--- config.mk ---
export PLATFORM = sky130hd
export DESIGN_NAME = quad_enc_counter
export DESIGN_NICKNAME = d
export VERILOG_FILES = /design/src/rtl/qec_pkg.sv /design/src/rtl/qec_decoder.sv /design/src/rtl/qec_core.sv /design/src/rtl/quad_enc_counter.sv
export SDC_FILE = /design/constraint.sdc
export NUM_CORES = 1
export LEC_CHECK = 0
export ABC_AREA = 1
export BUFFER_PORTS_ARGS = -buffer_cell sky130_fd_sc_hd__buf_2
export CAP_MARGIN = 5
export CORE_ASPECT_RATIO = 0.7
export CORE_MARGIN = 2
export CORE_UTILIZATION = 50
export DETAILED_ROUTE_END_ITERATION = 6
export GPL_TIMING_DRIVEN = 0
export PLACE_DENSITY = 0.7
export SYNTH_ARGS = -nofsm -noshare
export SYNTH_HDL_FRONTEND = slang
export SYNTH_HIERARCHICAL = 1
export SYNTH_SLANG_ARGS = --single-unit
--- constraint.sdc ---
create_clock -name clk -period 3.3 [get_ports clk]
set_input_delay 0 -clock clk [delete_from_list [all_inputs] [get_ports clk]]
set_output_delay 0 -clock clk [all_outputs]
set_load 0.01 [all_outputs]
--- src/rtl/qec_pkg.sv ---
package qec_pkg;
    typedef enum logic [1:0] {DEC_STEPDIR, DEC_X1, DEC_X2, DEC_X4} dec_mode_e;
    typedef enum logic [1:0] {CM_FREE, CM_SINGLE, CM_RANGE, CM_MODULO} cnt_mode_e;
    typedef enum logic [1:0] {IX_NONE, IX_LOAD, IX_CLEAR, IX_LATCH} idx_act_e;

    // mode word 0: [7] sample divide, [6] async index, [5:4] index action,
    // [3:2] count mode, [1:0] decode scheme
    typedef struct packed {
        logic      filt_div2;
        logic      idx_async;
        idx_act_e  idx_act;
        cnt_mode_e cmode;
        dec_mode_e dec;
    } mode0_t;

    // mode word 1: [6] index flag en, [5] compare en, [4] borrow en,
    // [3] carry en, [2] count off, [1:0] bytes-1
    typedef struct packed {
        logic       en_idx;
        logic       en_cmp;
        logic       en_brw;
        logic       en_cry;
        logic       cnt_off;
        logic [1:0] len;
    } mode1_t;
endpackage

--- src/rtl/qec_decoder.sv ---
module qec_decoder
    import qec_pkg::*;
(
    input  logic      clk,
    input  logic      rst_n,
    input  logic      ch_a,
    input  logic      ch_b,
    input  logic      ch_idx,
    input  dec_mode_e dec,
    input  logic      div2,
    input  logic      idx_async,
    output logic      step,
    output logic      up,
    output logic      idx_evt
);
    typedef struct packed {
        logic a_l;
        logic b_l;
        logic i_samp_l;
        logic i_raw_l;
        logic phase;
        logic isync;
    } dec_st_t;

    dec_st_t st_d, st_q;
    logic    tick, da, db;

    always_comb begin
        st_d         = st_q;
        st_d.phase   = ~st_q.phase;
        st_d.i_raw_l = ch_idx;
        st_d.isync   = 1'b0;
        tick         = ~div2 | st_q.phase;
        da           = ch_a ^ st_q.a_l;
        db           = ch_b ^ st_q.b_l;
        step         = 1'b0;
        up           = 1'b0;
        if (tick) begin
            st_d.a_l      = ch_a;
            st_d.b_l      = ch_b;
            st_d.i_samp_l = ch_idx;
            st_d.isync    = ch_idx & ~st_q.i_samp_l;
            case (dec)
                DEC_STEPDIR: begin step = ch_a & da;        up = ~ch_b;        end
                DEC_X1:      begin step = ch_a & da & ~db;  up = ~ch_b;        end
                DEC_X2:      begin step = da & ~db;         up = ch_a ^ ch_b;  end
                default:     begin
                    step = da ^ db;
                    up   = da ? (ch_a ^ ch_b) : ~(ch_a ^ ch_b);
                end
            endcase
        end
        if (idx_async && dec != DEC_STEPDIR)
            idx_evt = ch_idx & ~st_q.i_raw_l;
        else
            idx_evt = st_q.isync;
    end

    always_ff @(posedge clk) begin
        if (!rst_n) st_q <= '0;
        else        st_q <= st_d;
    end
endmodule

--- src/rtl/qec_core.sv ---
module qec_core
    import qec_pkg::*;
#(
    parameter int CNT_BYTES = 4,
    localparam int CNT_W    = 8 * CNT_BYTES
) (
    input  logic             clk,
    input  logic             rst_n,
    input  logic             step,
    input  logic             up,
    input  logic             idx_evt,
    input  mode0_t           m0,
    input  mode1_t           m1,
    input  logic [CNT_W-1:0] dtr,
    input  logic             cntr_clr,
    input  logic             cntr_load,
    input  logic             otr_load,
    input  logic             flag_clr,
    output logic [CNT_W-1:0] cnt,
    output logic [CNT_W-1:0] otr,
    output logic [3:0]       flags
);
    typedef struct packed {
        logic [CNT_W-1:0] cnt;
        logic [CNT_W-1:0] otr;
        logic             halted;
        logic             f_cry;
        logic             f_brw;
        logic             f_cmp;
        logic             f_idx;
    } core_st_t;

    core_st_t         q, d;
    logic [CNT_W-1:0] mask, lim, wrap_hi;
    logic             advance, ovr, cry, brw;
    logic             idx_load, idx_zero, idx_latch;

    always_comb begin
        mask = '0;
        for (int i = 0; i < CNT_BYTES; i++)
            if (i <= int'(m1.len)) mask[8*i +: 8] = 8'hFF;
        lim       = dtr & mask;
        wrap_hi   = (m0.cmode == CM_RANGE || m0.cmode == CM_MODULO) ? lim : mask;
        idx_load  = idx_evt && m0.idx_act == IX_LOAD;
        idx_zero  = idx_evt && m0.idx_act == IX_CLEAR;
        idx_latch = idx_evt && m0.idx_act == IX_LATCH;
        ovr       = cntr_clr | cntr_load | idx_load | idx_zero;
        advance   = step && !m1.cnt_off && !q.halted;
        cry       = 1'b0;
        brw       = 1'b0;
        d         = q;
        d.cnt     = q.cnt & mask;

        if (advance) begin
            if (up) begin
                if (q.cnt == wrap_hi) begin
                    cry   = 1'b1;
                    d.cnt = (m0.cmode == CM_RANGE) ? q.cnt : '0;
                end else begin
                    d.cnt = (q.cnt + 1'b1) & mask;
                end
            end else begin
                if (q.cnt == '0) begin
                    brw   = 1'b1;
                    d.cnt = (m0.cmode == CM_RANGE) ? q.cnt : wrap_hi;
                end else begin
                    d.cnt = (q.cnt - 1'b1) & mask;
                end
            end
            if (m0.cmode == CM_SINGLE && (cry || brw)) d.halted = 1'b1;
        end

        if (cntr_clr || idx_zero) begin
            d.cnt    = '0;
            d.halted = 1'b0;
        end else if (cntr_load || idx_load) begin
            d.cnt    = lim;
            d.halted = 1'b0;
        end

        if (otr_load || idx_latch) d.otr = q.cnt;

        if (flag_clr) begin
            d.f_cry = 1'b0;
            d.f_brw = 1'b0;
            d.f_cmp = 1'b0;
            d.f_idx = 1'b0;
        end
        if (m1.en_cry && cry && !ovr) d.f_cry = 1'b1;
        if (m1.en_brw && brw && !ovr) d.f_brw = 1'b1;
        if (m1.en_cmp && q.cnt == lim) d.f_cmp = 1'b1;
        if (m1.en_idx && idx_evt)      d.f_idx = 1'b1;
    end

    always_ff @(posedge clk) begin
        if (!rst_n) q <= '0;
        else        q <= d;
    end

    assign cnt   = q.cnt;
    assign otr   = q.otr;
    assign flags = {q.f_idx, q.f_cmp, q.f_brw, q.f_cry};

    assert_hold_off_R11: assert property (@(posedge clk) disable iff (!rst_n)
        (m1.cnt_off && !ovr) |=> (q.cnt == $past(q.cnt & mask)));

    assert_single_stop_R6: assert property (@(posedge clk) disable iff (!rst_n)
        (q.halted && !ovr) |=> (q.cnt == $past(q.cnt & mask)));

    assert_range_ceiling_R7: assert property (@(posedge clk) disable iff (!rst_n)
        (m0.cmode == CM_RANGE && advance && up && q.cnt == lim && !ovr) |=> $stable(q.cnt));

    assert_free_step_R5: assert property (@(posedge clk) disable iff (!rst_n)
        (m0.cmode == CM_FREE && advance && up && q.cnt != mask && !ovr)
        |=> (q.cnt == (($past(q.cnt) + 1'b1) & $past(mask))));

    assert_mod_bound_R8: assert property (@(posedge clk) disable iff (!rst_n)
        (m0.cmode == CM_MODULO && advance && !ovr && q.cnt <= lim) |=> (q.cnt <= $past(lim)));

    assert_carry_sticky_R12: assert property (@(posedge clk) disable iff (!rst_n)
        (q.f_cry && !flag_clr) |=> q.f_cry);
endmodule

--- src/rtl/quad_enc_counter.sv ---
module quad_enc_counter
    import qec_pkg::*;
#(
    parameter int  CNT_BYTES = 4,
    localparam int CNT_W     = 8 * CNT_BYTES
) (
    input  logic             clk,
    input  logic             rst_n,
    input  logic             ch_a,
    input  logic             ch_b,
    input  logic             ch_idx,
    input  logic             cfg_wr,
    input  logic             cfg_sel,
    input  logic [7:0]       cfg_wdata,
    input  logic             dtr_wr,
    input  logic [CNT_W-1:0] dtr_wdata,
    input  logic             cntr_clr,
    input  logic             cntr_load,
    input  logic             otr_load,
    input  logic             flag_clr,
    output logic [CNT_W-1:0] cnt_val,
    output logic [CNT_W-1:0] otr_val,
    output logic             flag_carry,
    output logic             flag_borrow,
    output logic             flag_cmp,
    output logic             flag_idx
);
    typedef struct packed {
        mode0_t           m0;
        mode1_t           m1;
        logic [CNT_W-1:0] dtr;
    } cfg_st_t;

    cfg_st_t    cfg_d, cfg_q;
    logic       step, up, idx_evt;
    logic [3:0] flags;

    always_comb begin
        cfg_d = cfg_q;
        if (cfg_wr && !cfg_sel) cfg_d.m0 = mode0_t'(cfg_wdata);
        if (cfg_wr &&  cfg_sel) cfg_d.m1 = mode1_t'(cfg_wdata[6:0]);
        if (dtr_wr)             cfg_d.dtr = dtr_wdata;
    end

    always_ff @(posedge clk) begin
        if (!rst_n) cfg_q <= '0;
        else        cfg_q <= cfg_d;
    end

    qec_decoder u_dec (
        .clk       (clk),
        .rst_n     (rst_n),
        .ch_a      (ch_a),
        .ch_b      (ch_b),
        .ch_idx    (ch_idx),
        .dec       (cfg_q.m0.dec),
        .div2      (cfg_q.m0.filt_div2),
        .idx_async (cfg_q.m0.idx_async),
        .step      (step),
        .up        (up),
        .idx_evt   (idx_evt)
    );

    qec_core #(.CNT_BYTES(CNT_BYTES)) u_core (
        .clk       (clk),
        .rst_n     (rst_n),
        .step      (step),
        .up        (up),
        .idx_evt   (idx_evt),
        .m0        (cfg_q.m0),
        .m1        (cfg_q.m1),
        .dtr       (cfg_q.dtr),
        .cntr_clr  (cntr_clr),
        .cntr_load (cntr_load),
        .otr_load  (otr_load),
        .flag_clr  (flag_clr),
        .cnt       (cnt_val),
        .otr       (otr_val),
        .flags     (flags)
    );

    assign {flag_idx, flag_cmp, flag_borrow, flag_carry} = flags;
endmodule

==> metrics <==
DRT Wirelength 43.9 mm; global route total overflow 0; Final setup viols 0; ranking of synthesized cells by area dfxtp_1 (25%), nand2_1 (16%), nor2_1 (13%), o21ai_0 (6.0%), buf_4 (5.6%); worst skew pair latency 0.43 ns; NumNets Final 1946; top cell type's share of synthesized area 24.9%; I/O pins 120; Async SR Flop Fraction 0%; origin of the critical flop-to-flop path u_dec/st_q[5]; MaxCap Viol Count 0; Max VDD drop 0.344 mV; most frequent cells after synthesis nand2_1 (406), nor2_1 (345), inv_1 (129); root buf cell clkbuf_16; Slew headroom 34.0%; Routed Antenna Nets 0; outcome completed; GRT Total Usage 42.8%; Req. time, crit path 3.62 ns; Placer Congestion 1.07; f_max 0.310 GHz; pin count of the biggest net entering global routing 17; Tightest Pin Transition 0.991 ns; Hold Path Depth 4; post-layout min period 3.22 ns; syn avg cell area 5.83 um2; Syn Std Cell Area 0.00981 mm2; antenna violations before repair 1; Syn Inst Count 1683; Hold Startpoint dtr_wr; Total Neg Setup Slack 0 ns; global-route wire length before repair 65.6 mm; CTS tree built; Seq/Total Area, Yosys 24.9%; Worst Skew 0.0137 ns; DR iter-0 viols 1583; Max Fanout on Critical Path 10; Post-synth EDFFs 0; DR WL/cell 20.3 um; port bufs 117; die area 0.0208 mm2; Post-route DRC 0; #FFs+latches synth 122; final hold viol count 0; post-route clock period utilization 97.7%; via count 12300; crit path kind reg2reg; Worst setup SP type flip-flop; R2R Setup Slk 0.08 ns; vias in the first global route 11300; cell with the most instances after synthesis nand2_1; crit path DAT 3.54 ns; Synth Flop Type dfxtp_1; vias per cell 5.68; CP Capture Type flip-flop; largest area contributor in the netlist dfxtp_1; Yosys warnings 6; clock-pin slew on the worst setup and hold paths 0.07 ns; HP Class in2reg; Finished Core Util 63.2%; PwrDens 411 mW/mm2; R2R cell count 14; Std-Cell Rows 42; RSZ-0062 raised after global routing yes; Reg-to-Reg End u_core/cnt[30]; DP HPWL 33.5 mm; core area 0.0191 mm2; Max Slew Vio Count 0; Pwr Total 4.95 mW; Die H 121 um; total CTS buffers 17; sink of the worst hold path cfg_q[31]; Initial Util 51.4%; Synth cell types 44; Area growth, synth to finish 22.8%; H-tree levels 4; TritonCTS Sinks 122; share of cells above drive strength 1 16.3%; Net Count, Synth 1743; drt first pass iters 6; die width 171 um; CTS Buffer Depth 2; P_leak 5.85 nW
==> state kept, by name, indices dropped and copies added, names as in the netlist <==
register	count
u_dec/st_q	6
cfg_q	47
u_core/cnt	32
u_core/q	1
u_core/flags	4
u_core/otr	32
==> critical path, cell delays in order (launching register included) <==
cell and delay [ns]:
dfxtp_1 0.31, inv_1 0.05, ha_1 0.33, inv_1 0.07, nand2_1 0.06, a21oi_1 0.06
nor2_1 0.48, inv_1 0.34, nand3_1 0.42, clkbuf_1 0.43, nor2_1 0.12, nor2_1 0.12
a21oi_1 0.07, nor2_1 0.17, nor2_1 0.06
==> layout make-up <==
cell class,instances,area [um2]
fill,1823,7030
multi-input combinational,1268,5900
sequential,122,2440
timing repair buffer,184,1250
buffer,152,980
inverter,141,531
clock buffer,18,429
tap,264,330
clock inverter,14,185
antenna,2,5.00
==> timing repair <==
action,CTS,global route
hold buffers,64,0
pin swaps,0,1
endpoints found under the hold margin,56,0
setup endpoints to repair,32,35
setup buffers,0,3
resized for setup,5,8
==> power by group <==
group | internal, mW | switching, mW
clock network | 1.21 | 0.810
logic | 0.430 | 0.896
registers | 1.55 | 0.0586
total | 3.19 | 1.76
==> routing by layer <==
| layer | track usage, % | wire length (um) |
|---|---|---|
| met5 | 0 | 0 |
| met4 | 14.5 | 1310 |
| met3 | 14.8 | 6330 |
| met2 | 62.8 | 17800 |
| met1 | 58.4 | 18400 |
==> cells in the final DEF, fill, tap and decap left out, types with 11 or more instances in the layout <==
cell type and n:
a21oi_1 104, a31oi_1 11, buf_2 144, buf_4 76, buf_6 11, clkbuf_1 35
clkbuf_16 17, dfxtp_1 122, dlygate4sd3_1 64, inv_1 129, nand2_1 406, nand3_1 104
nand4_1 24, nor2_1 342, nor2_2 12, nor3_1 23, o21ai_0 117, o21ai_1 17
xor2_1 45
==> stage by stage <==
step / setup WS (ns) / cells / hold WS, ns / cell area [um2]
5_1_grt: -0.0412 / 2164 / 0.0600 / 12000
3_5_place_dp: -0.746 / 2064 / 0.229 / 10700
4_1_cts: 0.0468 / 2160 / 0.0138 / 12000
6_report: 0.0755 / 2165 / 0.0350 / 12000
3_3_place_gp: -0.659 / 2064 / 0.221 / 10700
2_1_floorplan: 0.694 / 1683 / 0.107 / 9810
==> worst max path at each step <==
| stage | from | end | cells after the start |
|---|---|---|---|
| after global placement | cfg_q[39] | u_core/cnt[19] | 15 |
| after floorplan | cfg_q[39] | u_core/cnt[19] | 15 |
| after detailed placement | cfg_q[39] | u_core/cnt[19] | 15 |
| final | u_dec/st_q[5] | u_core/cnt[30] | 14 |
| after global routing | cfg_q[40] | u_core/cnt[31] | 15 |
| after CTS | cfg_q[39] | u_core/cnt[10] | 16 |
==> cell families after synthesis <==
logic type | share of synthesized area (%)
AOI/OAI and AO/OA | 14.8
xor gates and xnor gates | 4.29
adders and majority gates | 1.02
buffers and inverters | 15.4
and+or+nand+nor | 39.7
DFF | 24.9
No activity file was read; power rests on OpenSTA's default activity.
